$ cat src/rtl/irq_seq_pkg.sv
// Shared types for the interrupt entry/return sequencer.
// Assumes a 2-bit level encoding where 0 is most urgent and 3 masks all.
package irq_seq_pkg;
    localparam int LVL_W = 2;

    typedef enum logic [2:0] {
        ST_IDLE    = 3'd0,
        ST_PUSH_PC = 3'd1,
        ST_PUSH_PS = 3'd2,
        ST_VEC     = 3'd3,
        ST_JUMP    = 3'd4,
        ST_POP_PS  = 3'd5,
        ST_POP_PC  = 3'd6
    } seq_state_t;

    typedef struct packed {
        logic             ie;
        logic [LVL_W-1:0] lvl;
    } ccr_t;
endpackage

$ cat src/rtl/irq_gate.sv
// Acceptance decision: starts a return or an entry at an instruction boundary.
// Assumes the caller only cares about the outputs while the sequencer is idle.
module irq_gate
    import irq_seq_pkg::*;
(
    input  logic             idle,
    input  logic             insn_boundary,
    input  logic             reti_req,
    input  logic             irq_valid,
    input  logic [LVL_W-1:0] irq_level,
    input  ccr_t             ccr,
    output logic             start_entry,
    output logic             start_return
);
    logic at_boundary;
    logic more_urgent;

    // Decide which sequence, if any, begins this cycle; return wins.
    always_comb begin
        at_boundary  = idle && insn_boundary;
        more_urgent  = irq_level < ccr.lvl;
        start_return = at_boundary && reti_req;
        start_entry  = at_boundary && !reti_req && irq_valid && ccr.ie && more_urgent;
    end
endmodule

$ cat src/rtl/irq_ccr.sv
// Holds the enable bit, the current level and the restored upper status bits.
// Assumes at most one of restore / lvl_load / wr is meaningful per cycle;
// restore takes precedence, then level load, then instruction write.
module irq_ccr
    import irq_seq_pkg::*;
#(
    parameter int DATA_W = 16
) (
    input  logic              clk,
    input  logic              rst_n,
    input  logic              wr,
    input  logic              wr_ie,
    input  logic [LVL_W-1:0]  wr_lvl,
    input  logic              lvl_load,
    input  logic [LVL_W-1:0]  lvl_new,
    input  logic              restore,
    input  logic [DATA_W-1:0] restore_word,
    output ccr_t              ccr,
    output logic [DATA_W-4:0] ps_ext
);
    // Update the condition code fields from the active source.
    always_ff @(posedge clk) begin
        if (!rst_n) begin
            ccr.ie  <= 1'b0;
            ccr.lvl <= 2'd3;
            ps_ext  <= '0;
        end else if (restore) begin
            ccr.ie  <= restore_word[2];
            ccr.lvl <= restore_word[1:0];
            ps_ext  <= restore_word[DATA_W-1:3];
        end else if (lvl_load) begin
            ccr.lvl <= lvl_new;
        end else if (wr) begin
            ccr.ie  <= wr_ie;
            ccr.lvl <= wr_lvl;
        end
    end


    ccr_hold_chk: assert property (@(posedge clk) disable iff (!rst_n)
        (!restore && !lvl_load && !wr) |=> $stable(ccr));
endmodule

$ cat src/rtl/irq_sp.sv
// Downward-growing stack pointer, moved by one word per completed access.
// Assumes dec and inc are never high together.
module irq_sp #(
    parameter int                ADDR_W  = 16,
    parameter logic [ADDR_W-1:0] SP_INIT = 16'h0800
) (
    input  logic              clk,
    input  logic              rst_n,
    input  logic              dec,
    input  logic              inc,
    output logic [ADDR_W-1:0] sp
);
    localparam logic [ADDR_W-1:0] WORD_BYTES = ADDR_W'(2);

    // Step the pointer after each completed push or pop.
    always_ff @(posedge clk) begin
        if (!rst_n)   sp <= SP_INIT;
        else if (dec) sp <= sp - WORD_BYTES;
        else if (inc) sp <= sp + WORD_BYTES;
    end


    sp_step_chk: assert property (@(posedge clk) disable iff (!rst_n)
        (dec || inc) |=> (sp == $past(sp) - WORD_BYTES) || (sp == $past(sp) + WORD_BYTES));
endmodule

$ cat src/rtl/irq_seq_fsm.sv
// Entry and return sequencer: drives the stack and vector ports and the jump strobe.
// Assumes ADDR_W <= DATA_W so a PC fits one stack word, and that read data
// is only meaningful in the cycle its ready signal is high.
module irq_seq_fsm
    import irq_seq_pkg::*;
#(
    parameter int                ADDR_W   = 16,
    parameter int                DATA_W   = 16,
    parameter int                SRC_W    = 3,
    parameter logic [ADDR_W-1:0] VEC_BASE = 16'hFFFE
) (
    input  logic              clk,
    input  logic              rst_n,
    input  logic              start_entry,
    input  logic              start_return,
    input  logic [LVL_W-1:0]  acc_level,
    input  logic [SRC_W-1:0]  acc_src,
    input  logic [ADDR_W-1:0] pc_in,
    input  logic [DATA_W-1:0] ps_word_in,
    input  logic [ADDR_W-1:0] sp,
    input  logic              stk_ready,
    input  logic [DATA_W-1:0] stk_rdata,
    input  logic              vec_ready,
    input  logic [DATA_W-1:0] vec_rdata,
    output logic              idle,
    output logic              busy,
    output logic              stk_req,
    output logic              stk_we,
    output logic [ADDR_W-1:0] stk_addr,
    output logic [DATA_W-1:0] stk_wdata,
    output logic              vec_req,
    output logic [ADDR_W-1:0] vec_addr,
    output logic              sp_dec,
    output logic              sp_inc,
    output logic              lvl_load,
    output logic [LVL_W-1:0]  lvl_new,
    output logic              restore,
    output logic              pc_load,
    output logic [ADDR_W-1:0] pc_value
);
    localparam logic [ADDR_W-1:0] WORD_BYTES = ADDR_W'(2);

    seq_state_t        st;
    logic [ADDR_W-1:0] pc_hold;
    logic [DATA_W-1:0] psw_hold;
    logic [LVL_W-1:0]  lvl_hold;
    logic [SRC_W-1:0]  src_hold;
    logic              pushing;
    logic              popping;

    // Advance the sequence and capture the context it works on.
    always_ff @(posedge clk) begin
        if (!rst_n) begin
            st       <= ST_IDLE;
            pc_hold  <= '0;
            psw_hold <= '0;
            lvl_hold <= 2'd3;
            src_hold <= '0;
        end else begin
            case (st)
                ST_IDLE: begin
                    if (start_return) begin
                        st <= ST_POP_PS;
                    end else if (start_entry) begin
                        st       <= ST_PUSH_PC;
                        pc_hold  <= pc_in;
                        psw_hold <= ps_word_in;
                        lvl_hold <= acc_level;
                        src_hold <= acc_src;
                    end
                end
                ST_PUSH_PC: if (stk_ready) st <= ST_PUSH_PS;
                ST_PUSH_PS: if (stk_ready) st <= ST_VEC;
                ST_VEC: begin
                    if (vec_ready) begin
                        pc_hold <= ADDR_W'(vec_rdata);
                        st      <= ST_JUMP;
                    end
                end
                ST_JUMP:   st <= ST_IDLE;
                ST_POP_PS: if (stk_ready) st <= ST_POP_PC;
                ST_POP_PC: begin
                    if (stk_ready) begin
                        pc_hold <= ADDR_W'(stk_rdata);
                        st      <= ST_JUMP;
                    end
                end
                default: st <= ST_IDLE;
            endcase
        end
    end

    // Decode the port drives and the side-effect strobes from the state.
    always_comb begin
        pushing   = (st == ST_PUSH_PC) || (st == ST_PUSH_PS);
        popping   = (st == ST_POP_PS) || (st == ST_POP_PC);
        idle      = (st == ST_IDLE);
        busy      = !idle;
        stk_req   = pushing || popping;
        stk_we    = pushing;
        stk_addr  = pushing ? (sp - WORD_BYTES) : sp;
        stk_wdata = (st == ST_PUSH_PC) ? DATA_W'(pc_hold) : psw_hold;
        sp_dec    = pushing && stk_ready;
        sp_inc    = popping && stk_ready;
        vec_req   = (st == ST_VEC);
        vec_addr  = VEC_BASE - (ADDR_W'(src_hold) << 1);
        lvl_load  = (st == ST_VEC) && vec_ready;
        lvl_new   = lvl_hold;
        restore   = (st == ST_POP_PS) && stk_ready;
        pc_load   = (st == ST_JUMP);
        pc_value  = pc_hold;
    end


    stk_hold_chk: assert property (@(posedge clk) disable iff (!rst_n)
        (stk_req && !stk_ready) |=> stk_req && $stable(stk_addr) && $stable(stk_we) && $stable(stk_wdata));


    vec_after_push_chk: assert property (@(posedge clk) disable iff (!rst_n)
        $rose(vec_req) |-> $past(stk_req && stk_we && stk_ready));


    jump_pulse_chk: assert property (@(posedge clk) disable iff (!rst_n)
        pc_load |=> !pc_load && !busy);
endmodule

$ cat src/rtl/irq_entry_seq.sv
// Top of the interrupt entry/return sequencer: acceptance gate, condition
// code fields, stack pointer and sequence controller.
// Assumes the controller presents its most urgent request on irq_level/irq_src.
module irq_entry_seq
    import irq_seq_pkg::*;
#(
    parameter int                ADDR_W   = 16,
    parameter int                DATA_W   = 16,
    parameter int                SRC_W    = 3,
    parameter logic [ADDR_W-1:0] VEC_BASE = 16'hFFFE,
    parameter logic [ADDR_W-1:0] SP_INIT  = 16'h0800
) (
    input  logic              clk,
    input  logic              rst_n,
    input  logic              insn_boundary,
    input  logic              irq_valid,
    input  logic [1:0]        irq_level,
    input  logic [SRC_W-1:0]  irq_src,
    input  logic              reti_req,
    input  logic [ADDR_W-1:0] pc_in,
    input  logic [DATA_W-4:0] ps_ext_in,
    input  logic              ccr_wr,
    input  logic              ccr_wr_ie,
    input  logic [1:0]        ccr_wr_level,
    output logic              stk_req,
    output logic              stk_we,
    output logic [ADDR_W-1:0] stk_addr,
    output logic [DATA_W-1:0] stk_wdata,
    input  logic [DATA_W-1:0] stk_rdata,
    input  logic              stk_ready,
    output logic              vec_req,
    output logic [ADDR_W-1:0] vec_addr,
    input  logic [DATA_W-1:0] vec_rdata,
    input  logic              vec_ready,
    output logic              busy,
    output logic              pc_load,
    output logic [ADDR_W-1:0] pc_value,
    output logic              ccr_ie,
    output logic [1:0]        ccr_level,
    output logic [DATA_W-4:0] ps_ext_out,
    output logic [ADDR_W-1:0] sp_out
);
    ccr_t              ccr;
    logic              idle;
    logic              start_entry;
    logic              start_return;
    logic              sp_dec;
    logic              sp_inc;
    logic              lvl_load;
    logic [LVL_W-1:0]  lvl_new;
    logic              restore;
    logic              ccr_write_ok;
    logic [DATA_W-1:0] ps_word;

    // Form the saved status word and gate instruction writes to idle cycles.
    always_comb begin
        ps_word      = {ps_ext_in, ccr.ie, ccr.lvl};
        ccr_write_ok = ccr_wr && idle && !start_entry && !start_return;
        ccr_ie       = ccr.ie;
        ccr_level    = ccr.lvl;
    end

    irq_gate u_gate (
        .idle          (idle),
        .insn_boundary (insn_boundary),
        .reti_req      (reti_req),
        .irq_valid     (irq_valid),
        .irq_level     (irq_level),
        .ccr           (ccr),
        .start_entry   (start_entry),
        .start_return  (start_return)
    );

    irq_ccr #(.DATA_W(DATA_W)) u_ccr (
        .clk          (clk),
        .rst_n        (rst_n),
        .wr           (ccr_write_ok),
        .wr_ie        (ccr_wr_ie),
        .wr_lvl       (ccr_wr_level),
        .lvl_load     (lvl_load),
        .lvl_new      (lvl_new),
        .restore      (restore),
        .restore_word (stk_rdata),
        .ccr          (ccr),
        .ps_ext       (ps_ext_out)
    );

    irq_sp #(.ADDR_W(ADDR_W), .SP_INIT(SP_INIT)) u_sp (
        .clk   (clk),
        .rst_n (rst_n),
        .dec   (sp_dec),
        .inc   (sp_inc),
        .sp    (sp_out)
    );

    irq_seq_fsm #(
        .ADDR_W   (ADDR_W),
        .DATA_W   (DATA_W),
        .SRC_W    (SRC_W),
        .VEC_BASE (VEC_BASE)
    ) u_fsm (
        .clk          (clk),
        .rst_n        (rst_n),
        .start_entry  (start_entry),
        .start_return (start_return),
        .acc_level    (irq_level),
        .acc_src      (irq_src),
        .pc_in        (pc_in),
        .ps_word_in   (ps_word),
        .sp           (sp_out),
        .stk_ready    (stk_ready),
        .stk_rdata    (stk_rdata),
        .vec_ready    (vec_ready),
        .vec_rdata    (vec_rdata),
        .idle         (idle),
        .busy         (busy),
        .stk_req      (stk_req),
        .stk_we       (stk_we),
        .stk_addr     (stk_addr),
        .stk_wdata    (stk_wdata),
        .vec_req      (vec_req),
        .vec_addr     (vec_addr),
        .sp_dec       (sp_dec),
        .sp_inc       (sp_inc),
        .lvl_load     (lvl_load),
        .lvl_new      (lvl_new),
        .restore      (restore),
        .pc_load      (pc_load),
        .pc_value     (pc_value)
    );


    level_gate_chk: assert property (@(posedge clk) disable iff (!rst_n)
        (!busy && insn_boundary && !reti_req && (irq_level >= ccr_level)) |=> !busy);


    enable_gate_chk: assert property (@(posedge clk) disable iff (!rst_n)
        (!busy && insn_boundary && !reti_req && !ccr_ie) |=> !busy);


    boundary_only_chk: assert property (@(posedge clk) disable iff (!rst_n)
        (!busy && !insn_boundary) |=> !busy);


    busy_ends_with_jump_chk: assert property (@(posedge clk) disable iff (!rst_n)
        $fell(busy) |-> $past(pc_load));


    jump_inside_busy_chk: assert property (@(posedge clk) disable iff (!rst_n)
        (pc_load || stk_req || vec_req) |-> busy);
endmodule

$ cat config.mk
export PLATFORM = sky130hd
export DESIGN_NAME = irq_entry_seq
export DESIGN_NICKNAME = d
export VERILOG_FILES = /design/src/rtl/irq_seq_pkg.sv /design/src/rtl/irq_gate.sv /design/src/rtl/irq_ccr.sv /design/src/rtl/irq_sp.sv /design/src/rtl/irq_seq_fsm.sv /design/src/rtl/irq_entry_seq.sv
export SDC_FILE = /design/constraint.sdc
export NUM_CORES = 1
export LEC_CHECK = 0
export BUFFER_PORTS_ARGS = -buffer_cell sky130_fd_sc_hd__buf_4
export CAP_MARGIN = 25
export CORE_MARGIN = 8
export CORE_UTILIZATION = 30
export DETAILED_ROUTE_END_ITERATION = 7
export GPL_TIMING_DRIVEN = 0
export PLACE_DENSITY = 0.65
export SKIP_LAST_GASP = 1
export SLEW_MARGIN = 20
export SYNTH_ARGS = -nofsm -noshare
export SYNTH_HDL_FRONTEND = slang
export SYNTH_SLANG_ARGS = --single-unit
$ cat constraint.sdc
create_clock -name clk -period 3.1 [get_ports clk]
set_input_delay 0.155 -clock clk [delete_from_list [all_inputs] [get_ports clk]]
set_output_delay 0.155 -clock clk [all_outputs]
set_load 0.02 [all_outputs]
* Word level (Yosys, flattened, before mapping)
Cells that the tools add are included.
Word-level totals: output and inout port bits 101, input port bits 77, register bits after elaboration 72
Operators by class: multiplexer cells 21, reductions and logical operators 29, equal/unequal tests 15, bitwise logic cells 1, $lt $le $gt $ge 1, add/sub/neg operators 3
Operators by type and width (count):
- 16-bit two-way mux | 8
- 16-bit case mux with 3 select lines | 1
- 3-bit two-way mux | 9
- 3-bit case mux with 6 select lines | 1
- 16-bit by 2-bit adder with 16-bit output, second input constant | 1
- 16-bit by 2-bit subtractor with 16-bit output, second input constant | 1
- 1-bit logical AND | 13
- 2-bit inequality test, second input constant | 5
- 3-bit == test, second input constant | 3
- 3-bit by 2-bit == test with 1-bit output, second input constant | 2
- 2-bit by 1-bit inequality test with 1-bit output, second input constant | 3
- 6-bit AND reduction | 1
- 3-bit nonzero test | 2
- 2-bit by 5-bit subtractor with 6-bit output, first input constant | 1
- 5-bit AND reduction | 1
- 1-bit zero test | 4
- 2-bit nonzero test | 2
- 3-bit by 1-bit == test with 1-bit output, second input constant | 1
- 3-bit zero test | 1
- 1-bit logical OR | 3
- 3-bit by 1-bit inequality test with 1-bit output, second input constant | 1
- 3-bit AND reduction | 1
- 2-bit less-than comparator | 1
- 2-bit two-way mux | 1
- 3 further kinds | 3

* Depth between registers and ports, before layout
Gate-level depths: netlist of run 1.
depth in word-level cells 12, gate-level depth with buffers 8, depth with buffers taken out 7

* By module
From an unflattened synthesis of run 1, not the netlist that was laid out.
Second synthesis, totals: cells, all modules 514, area, all modules 4528.1 sq um
Modules (own cells, without submodules):
- irq_seq_fsm | area each 2628.8 sq um, sequential area each 800.8 sq um, cells each 311, times used 1
- irq_sp | area each 1167.4 sq um, sequential area each 300.3 sq um, cells each 137, times used 1
- irq_ccr | area each 663.1 sq um, sequential area each 320.3 sq um, cells each 58, times used 1
- irq_gate | area each 56.3 sq um, sequential area each 0.0 sq um, cells each 7, times used 1
- irq_entry_seq | area each 12.5 sq um, sequential area each 0.0 sq um, cells each 1, times used 1

* Worst setup path before layout of run 1
Ideal clock, no wire load.
path type reg-to-output, start reg u_sp.sp[1], end out stk_addr[13], arrival time 2.196 ns, data required time 2.945 ns, slack 0.749 ns, stages on the path, launching flop included 9, path buffers 1, cell sequence dfxtp_1 inv_1 ha_1 or3b_2 clkbuf_1 nor4_4 and2_2 nand2_1 xnor2_1
On the way: word-level cells in the longest chain between the ends 2
Ends and longest elaborated chain:
- start: declaration | RTL line irq_sp.sv:11 | output logic [ADDR_W-1:0] sp
- start signal: assignment | RTL line irq_sp.sv:18 | else if (dec) sp <= sp - WORD_BYTES;
- start signal: assignment | RTL line irq_sp.sv:19 | else if (inc) sp <= sp + WORD_BYTES;
- 16-bit by 2-bit subtractor with 16-bit output | RTL line irq_seq_fsm.sv:101 | stk_addr = pushing ? (sp - WORD_BYTES) : sp;
- 16-bit two-way mux | RTL line irq_seq_fsm.sv:101
- end: declaration | RTL line irq_entry_seq.sv:27 | output logic [ADDR_W-1:0] stk_addr,
Every way passes these cells.

* Worst setup path after layout of run 1
Ends and elaborated chain as after synthesis.

==> results.cfg, run 1 <==
[clock_network]
worstSkewPairLatency_ps = 340
h-tree-depth = 3
path_clk_slew_ps = 60
numCtsBuffers = 9
cts_tree = yes
cts-resized-gates = 0
max-clock-path-buffers = 2
cts_sinks = 71
root_buffer = clkbuf_16
post-cts-setup-buffer-count = 0
ctsHoldBuffers = 0

[sta]
finalMaxSlewViolations = 0
finalSetupViolations = 0
final_hold_viol_count = 0
fmax_ghz = 0.353
relSlewSlack_pct = 54.9
period_minus_slack_ps = 2830
finalSetupTns_ps = 0
rsz0062_at_grt = false
period_share_pct = 91.3
fin_skew_ps = 5.20
worst_pin_slew_ps = 677

[critical_path]
cp_slowest_stage_delay_ps = 450
path_cells = inv_1 > ha_1 > or3b_2 > clkbuf_1 > nor4_4 > and2_2 > nand2_1 > xnor2_1 > buf_4
worst_path_max_delay_cell = or3b_2
r2r_end = u_sp.sp[13]$_SDFFE_PN0P_
critical_path_required_ps = 2940
arrival_ps = 2680
setup.worst_path.start = u_sp.sp[1]$_SDFFE_PN0P_
timing.reg2reg.setup_slack_ps = 620
critical_path.max_fanout = 9
worstRegToRegCells = 8
worst-path-buf-inv = 3
endpoint = stk_addr[13]
end_kind = primary output
startpoint_type = flip-flop
path_delay_family = simple AND/OR/NAND/NOR gates
worstSetupPathType = flip-flop to primary output
r2r-start = u_sp.sp[1]$_SDFFE_PN0P_
path_depth = 9

[hold_path]
hp-class = primary input to flip-flop
holdPathStages = 3

[floorplan]
die_w_um = 135
core_um2 = 13900
design.portCount = 178
dieArea_um2 = 18300
initial_core_util_pct = 30.8
num_rows = 43
die_height_um = 135

[pwr]
leakage_nw = 2.51
power_density_nw_per_um2 = 771
fin_total_pwr_mw = 4.66
ir_drop_v = 0.000317

[cells_and_area]
multi_input_area_um2 = 2500
nNetsFinal = 828
area_delta_synth_final_pct = 41.6
nFillCells = 1463
drive_gt1_share_pct = 31.1
antenna_cells = 0
register_area_um2 = 1420

[yosys]
ys_top_cells_by_count = nand2_1 (96), dfxtp_1 (71), o21ai_0 (41)
synth_edf_count = 0
yosysMostFrequentCell = nand2_1
synthTopCellsByArea = dfxtp_1 (33%), nand2_1 (8.4%), o21ai_0 (4.8%)
synthArstFlopShare_pct = 0
synth_top_cell_by_area = dfxtp_1
syn_avg_cell_area_um2 = 7.60
synth_seq_cells = 71
synthFlopType = dfxtp_1
synth_area_um2 = 4270
yosysSeqAreaShare_pct = 33.3
yosys_warnings = 0
yosys.area.top_type_share_pct = 33.3
syn_inst = 562
synth_cell_type_count = 54

[placement]
port_buffers = 162
place_congestion = 0.888
hpwl_um = 13100

[global_route]
antenna_found_initial = 0
grt_pass1_vias = 4326
grt_pass1_wl_um = 25000
grt.total_usage_pct = 17.5
grt_overflow = 0
grt_max_degree = 16

[drt]
firstDrtPassIters = 5
viasPerCell = 5.13
via_count = 4784
drt-initial-drc-count = 434
detail-route-antenna-nets = 0
post-route-drc-count = 0
drt-total-wl_um = 16700
wl_per_cell_um = 17.9

[run]
drv_cap = 0

[outcome]
status = complete, no violations
==> through the flow <==
| step | setup WS [ps] | cells | util [%] | hold slack [ps] | area (um2) |
|---|---|---|---|---|---|
| 2_1_floorplan | 749 | 575 | - | 279 | 4320 |
| 3_3_place_gp | 627 | 917 | 41.5 | 381 | 5760 |
| 3_5_place_dp | 625 | 917 | 41.5 | 383 | 5760 |
| 4_1_cts | 252 | 933 | 43.6 | 33.2 | 6050 |
| 5_1_grt | 73.0 | 933 | 43.6 | 46.0 | 6050 |
| 6_report | 268 | 933 | 43.6 | 32.6 | 6050 |
==> sequential cells by signal, summed over array words and instances, names as in the netlist <==
signal	flops
u_fsm.pc_value	16
u_fsm.psw_hold	16
u_sp.sp	15
u_ccr.ps_ext	13
u_ccr.ccr	3
u_fsm.src_hold	3
u_fsm.st	3
u_fsm.lvl_new	2
==> layout by cell type (no fill, tap or decap), types with 17 or more instances in the layout <==
| cell type | netlist | routed |
|---|---|---|
| nand3_1 | 33 | 33 |
| o221ai_1 | 17 | 17 |
| xnor2_1 | 20 | 20 |
| clkbuf_1 | 33 | 33 |
| buf_4 | 16 | 178 |
| dfxtp_1 | 71 | 71 |
| o22ai_1 | 17 | 17 |
| a21oi_1 | 40 | 40 |
| nor2_1 | 30 | 30 |
| o21ai_0 | 41 | 41 |
| nand2_1 | 96 | 96 |
| mux2_2 | 17 | 17 |
==> area by class of cell <==
| class | count | share of cell area [%] |
|---|---|---|
| plain buffers | 66 | 5.90 |
| clock buffers | 9 | 3.72 |
| clock inverters | 7 | 1.03 |
| inverters | 10 | 0.621 |
| multi-input cells | 428 | 41.4 |
| flip-flops and latches | 71 | 23.5 |
| well taps | 180 | 3.72 |
| repair buffers | 162 | 20.1 |
==> worst min-delay path, delay by kind of cell <==
| family | cells | cell delay, ps |
|---|---|---|
| AND/OR/NAND/NOR | 2 | 100 |
| buffers and inverters | 1 | 80 |
==> how the worst min path moves through the flow <==
stage,startpoint,endpoint
after floorplan,irq_level[0],u_fsm.lvl_new[0]$_SDFFE_PN1P_
after global placement,irq_level[1],u_fsm.lvl_new[1]$_SDFFE_PN1P_
after detailed placement,irq_level[0],u_fsm.lvl_new[0]$_SDFFE_PN1P_
after CTS,irq_level[0],u_fsm.lvl_new[0]$_SDFFE_PN1P_
after global routing,irq_level[0],u_fsm.lvl_new[0]$_SDFFE_PN1P_
final,irq_level[0],u_fsm.lvl_new[0]$_SDFFE_PN1P_
==> cells by family (layout without fill, tap and decap cells) <==
logic type	count (synthesis)	in the layout	synth area share (%)
AO/OA/AOI/OAI	147	147	21.4
XOR/XNOR	30	30	6.33
buffers and inverters	76	254	9.23
other	2	15	0.176
flip-flops	71	71	33.3
adder cells (fa/ha/maj)	3	3	0.879
multiplexers	20	20	5.19
AND/OR/NAND/NOR	213	213	23.5
==> routing by layer <==
| layer | wire, um | track usage (%) | up-vias |
|---|---|---|---|
| met5 | 0 | 0 | - |
| met3 | 1190 | 4.34 | 28 |
| met1 | 7000 | 22.3 | 2225 |
| met2 | 8020 | 27.4 | 189 |
| li1 | - | - | 2342 |
| met4 | 464 | 7.34 | 0 |
==> report_power, final <==
group          switching (mW)  internal, mW
Clock                   0.470         0.559
Combinational            1.48         0.991
Sequential              0.126          1.03
Total                    2.08          2.59
Power figures use the tool's default switching activity.
==> inputs of run 2 (changes only) <==
- CORE_UTILIZATION: 30 -> 52
- PLACE_DENSITY: 0.65 -> 0.95
==> results.cfg, run 2 (synthesis results as in run 1) <==
[sta]
fmax_ghz = 0.355
rsz0062_at_grt = false
relSlewSlack_pct = 57.8
period_share_pct = 91.0
period_minus_slack_ps = 2820
finalSetupTns_ps = 0
finalSetupViolations = 0
final_hold_viol_count = 0
fin_skew_ps = 11.2
postLayoutSetupSlackWorst_ps = 279
worst_hold_slack_ps = 17.6
worst_pin_slew_ps = 632
finalMaxSlewViolations = 0

[global_route]
antenna_found_initial = 0
grt_overflow = 0
grt_max_degree = 16
grt_pass1_vias = 4654
grt.total_usage_pct = 26.8
grt_pass1_wl_um = 24600

[drt]
wl_met3_um = 1510
dr_wl_met2_um = 8050
viasPerCell = 5.83
post-route-drc-count = 0
firstDrtPassIters = 5
drt-initial-drc-count = 478
wirelength_met1_um = 6270
drt-total-wl_um = 16300
via_count = 5004
detail-route-antenna-nets = 0
wl_per_cell_um = 18.9
routed.top_layer = met4

[placement]
dp_cells = 842
hpwl_um = 12600
port_buffers = 162
placed_area_um2 = 5670
place_congestion = 0.956
pre_cts_ws_ps = 707

[critical_path]
critical_path_required_ps = 2940
path_cells = inv_1 > ha_1 > or3b_2 > clkbuf_1 > nor4_4 > and2_2 > nand2_1 > xnor2_1 > buf_4
end_kind = primary output
worstSetupPathType = flip-flop to primary output
startpoint_type = flip-flop
timing.reg2reg.setup_slack_ps = 710
arrival_ps = 2670
path_delay_family = simple AND/OR/NAND/NOR gates
critical_path.max_fanout = 9
r2r_end = u_sp.sp[13]$_SDFFE_PN0P_
path_depth = 9
worstRegToRegCells = 8
cp_slowest_stage_delay_ps = 440
worst_path_max_delay_cell = or3b_2
worst-path-buf-inv = 3
r2r-start = u_sp.sp[1]$_SDFFE_PN0P_

[run]
drv_cap = 0

[clock_network]
cts-resized-gates = 0
root_buffer = clkbuf_8
worstSkewPairLatency_ps = 360
numCtsBuffers = 9
h-tree-depth = 3
path_clk_slew_ps = 80
post-cts-setup-buffer-count = 0
ctsHoldBuffers = 0
cts_sinks = 71
cts_tree = yes
max-clock-path-buffers = 2

[pwr]
power_density_nw_per_um2 = 749
leakage_nw = 2.46
ir_drop_v = 0.000544
fin_total_pwr_mw = 4.38

[cells_and_area]
post-route-util_pct = 72.3
drive_gt1_share_pct = 31.1
nFillCells = 658
fin_area_um2 = 5850
most-common-layout-cells = buf_4 (178), nand2_1 (96), dfxtp_1 (71), o21ai_0 (41), a21oi_1 (40)
layoutNonFillerInstCount = 858
antenna_cells = 0
area_delta_synth_final_pct = 37.0
final_common_cell = buf_4
nNetsFinal = 828

[hold_path]
holdPathStages = 3
hold-path-endpoint = u_fsm.lvl_new[0]$_SDFFE_PN1P_
hp-class = primary input to flip-flop
hold_start = irq_level[0]

[floorplan]
num_rows = 33
dieArea_um2 = 11400
die_w_um = 107
core_um2 = 8090
die_height_um = 107
initial_core_util_pct = 52.8
design.portCount = 178

[outcome]
status = complete, no violations
## run 2: final cells by class
cell class                      count  area, um2  share of cell area, %
Multi-Input combinational cell    428       2500                   42.8
Inverter                           10       37.5                  0.642
Clock buffer                        9        124                   2.12
Tap cell                          105        131                   2.25
Sequential cell                    71       1420                   24.3
Buffer                             66        357                   6.09
Timing Repair Buffer              162       1220                   20.8
Clock inverter                      7       61.3                   1.05
## run 2: where the power goes
group | total, mW | leakage [nW] | switching [mW] | internal, mW
Combinational | 2.49 | 1.80 | 1.50 | 0.992
Sequential | 1.16 | 0.575 | 0.128 | 1.03
Clock | 0.732 | 0.0892 | 0.424 | 0.308
Total | 4.38 | 2.46 | 2.05 | 2.33
## run 2: how the worst max path moves through the flow
stage,slack [ps],startpoint,to
after floorplan,750,u_sp.sp[1]$_SDFFE_PN0P_,stk_addr[13]
after CTS,300,u_sp.sp[1]$_SDFFE_PN0P_,stk_addr[15]
after global placement,690,u_sp.sp[1]$_SDFFE_PN0P_,stk_addr[13]
after detailed placement,710,u_sp.sp[1]$_SDFFE_PN0P_,stk_addr[15]
final,280,u_sp.sp[1]$_SDFFE_PN0P_,stk_addr[15]
after global routing,100,u_sp.sp[1]$_SDFFE_PN0P_,stk_addr[15]
## run 2: worst min-delay path, cell delays in order
cell	delay, ps
buf_4	80
nand2_1	40
nand3_1	60
## run 2: metal layers
layer	vias to the layer above	global-route usage, %
met1	2338	32.9
met3	36	6.48
met2	290	45.1
met4	0	8.84
met5	-	0
li1	2340	-
==> inputs of run 3 (changes only) <==
- CORE_UTILIZATION: 52 -> 54
- CTS_BUF_LIST: not set -> sky130_fd_sc_hd__clkbuf_4 sky130_fd_sc_hd__clkbuf_8
==> results.cfg, run 3 (synthesis results as in run 1) <==
[cells_and_area]
nFillCells = 584
most-common-layout-cells = buf_4 (178), nand2_1 (96), dfxtp_1 (71), o21ai_0 (41), a21oi_1 (40)
nNetsFinal = 828
multi_input_area_um2 = 2500
register_area_um2 = 1420
area_delta_synth_final_pct = 37.0
fin_area_um2 = 5850
final_common_cell = buf_4
antenna_cells = 0
drive_gt1_share_pct = 31.1

[sta]
finalSetupViolations = 0
rsz0062_at_grt = false
worst_pin_slew_ps = 724
finalSetupTns_ps = 0
final_hold_viol_count = 0
finalMaxSlewViolations = 0
fin_skew_ps = 10.6
relSlewSlack_pct = 51.7
fmax_ghz = 0.359
period_share_pct = 89.9
period_minus_slack_ps = 2790
worst_hold_slack_ps = 12.7

[placement]
placed_area_um2 = 5660
place_congestion = 0.970
hpwl_um = 12800
port_buffers = 162

[floorplan]
die_w_um = 105
die_height_um = 105
core_um2 = 7690
num_rows = 32
initial_core_util_pct = 55.5
design.portCount = 178
dieArea_um2 = 11000

[clock_network]
cts_tree = yes
ctsHoldBuffers = 0
post-cts-setup-buffer-count = 0
numCtsBuffers = 9
cts_sinks = 71
cts-resized-gates = 0
h-tree-depth = 3
max-clock-path-buffers = 2
root_buffer = clkbuf_8
worstSkewPairLatency_ps = 360
path_clk_slew_ps = 90

[drt]
firstDrtPassIters = 5
drt-initial-drc-count = 432
via_count = 5058
detail-route-antenna-nets = 0
wl_per_cell_um = 19.4
post-route-drc-count = 0
drt-total-wl_um = 16600
viasPerCell = 5.92

[global_route]
grt_overflow = 0
grt_pass1_vias = 4926
antenna_found_initial = 1
grt_max_degree = 16
grt_pass1_wl_um = 26000
grt.total_usage_pct = 28.9

[critical_path]
cp_slowest_stage_delay_ps = 440
startpoint_type = flip-flop
worst_path_max_delay_cell = or3b_2
end_kind = primary output
path_cells = inv_1 > ha_1 > or3b_2 > clkbuf_1 > nor4_4 > and2_2 > nand2_1 > xnor2_1 > buf_4
critical_path_required_ps = 2940
critical_path.max_fanout = 9
worst-path-buf-inv = 3
path_delay_family = simple AND/OR/NAND/NOR gates
worstSetupPathType = flip-flop to primary output
arrival_ps = 2630

[pwr]
power.share.switching_pct = 46.8
clockPowerShare_pct = 16.7
p_sw_mw = 2.05
leakage_nw = 2.46
ir_drop_v = 0.000589
power_density_nw_per_um2 = 749
fin_total_pwr_mw = 4.38
pwr-share-comb_pct = 56.8
intPower_mw = 2.33
p_seq_share_pct = 26.5

[outcome]
status = complete, no violations

[run]
drv_cap = 0

[hold_path]
hp-class = primary input to flip-flop
## run 3: changes by cell type in the layout (fill, tap and decap cells not counted)
cell / change
clkinv_4: +1
inv_6: -1
## run 3: worst min-delay path, stage by stage
cell	delay (ps)
buf_4	80
nand2_1	40
nand3_1	60
## run 3: power by group through the flow
| stage | Sequential, mW | Clock [mW] | Combinational, mW |
|---|---|---|---|
| 2_1_floorplan | 1.27 | 0 | 1.48 |
| 3_3_place_gp | 1.17 | 0 | 2.41 |
| 3_5_place_dp | 1.17 | 0 | 2.45 |
| 4_1_cts | 1.15 | 0.730 | 2.46 |
| 5_1_grt | 1.18 | 0.767 | 2.66 |
| 6_report | 1.16 | 0.733 | 2.49 |
## run 3: metrics by stage
stage / setup slack [ps] / util [%] / std cells
6_report: 314 / 76.1 / 855
2_1_floorplan: 749 / - / 575
4_1_cts: 321 / 76.1 / 855
3_5_place_dp: 711 / 73.6 / 839
5_1_grt: 124 / 76.1 / 855
3_3_place_gp: 677 / 73.6 / 839
## run 3: path summary, 6_finish.rpt
kind	start	end	slack, ps	cells past startpoint
min	irq_level[0]	u_fsm.lvl_new[0]$_SDFFE_PN1P_	10	3
min reg2reg	u_ccr.ps_ext[8]$_SDFFE_PN0P_	u_ccr.ps_ext[8]$_SDFFE_PN0P_	460	2
max	u_sp.sp[1]$_SDFFE_PN0P_	stk_addr[15]	310	9
max reg2reg	u_sp.sp[1]$_SDFFE_PN0P_	u_sp.sp[13]$_SDFFE_PN0P_	720	8
## run 3: final cells by class
type                    instances  share of cell area (%)
plain buffers                  66                    6.10
clock buffers                   9                    2.12
clock inverters                 7                    1.05
inverters                      10                   0.642
multi-input cells             428                    42.8
flip-flops and latches         71                    24.3
well taps                     102                    2.18
repair buffers                162                    20.8
## run 3: layer usage
metal,track usage [%],routed length [um],vias to the layer above
li1,-,-,2333
met1,33.6,6320,2325
met2,47.1,7860,347
met3,9.09,1720,51
met4,14.1,643,2
met5,0,15,-
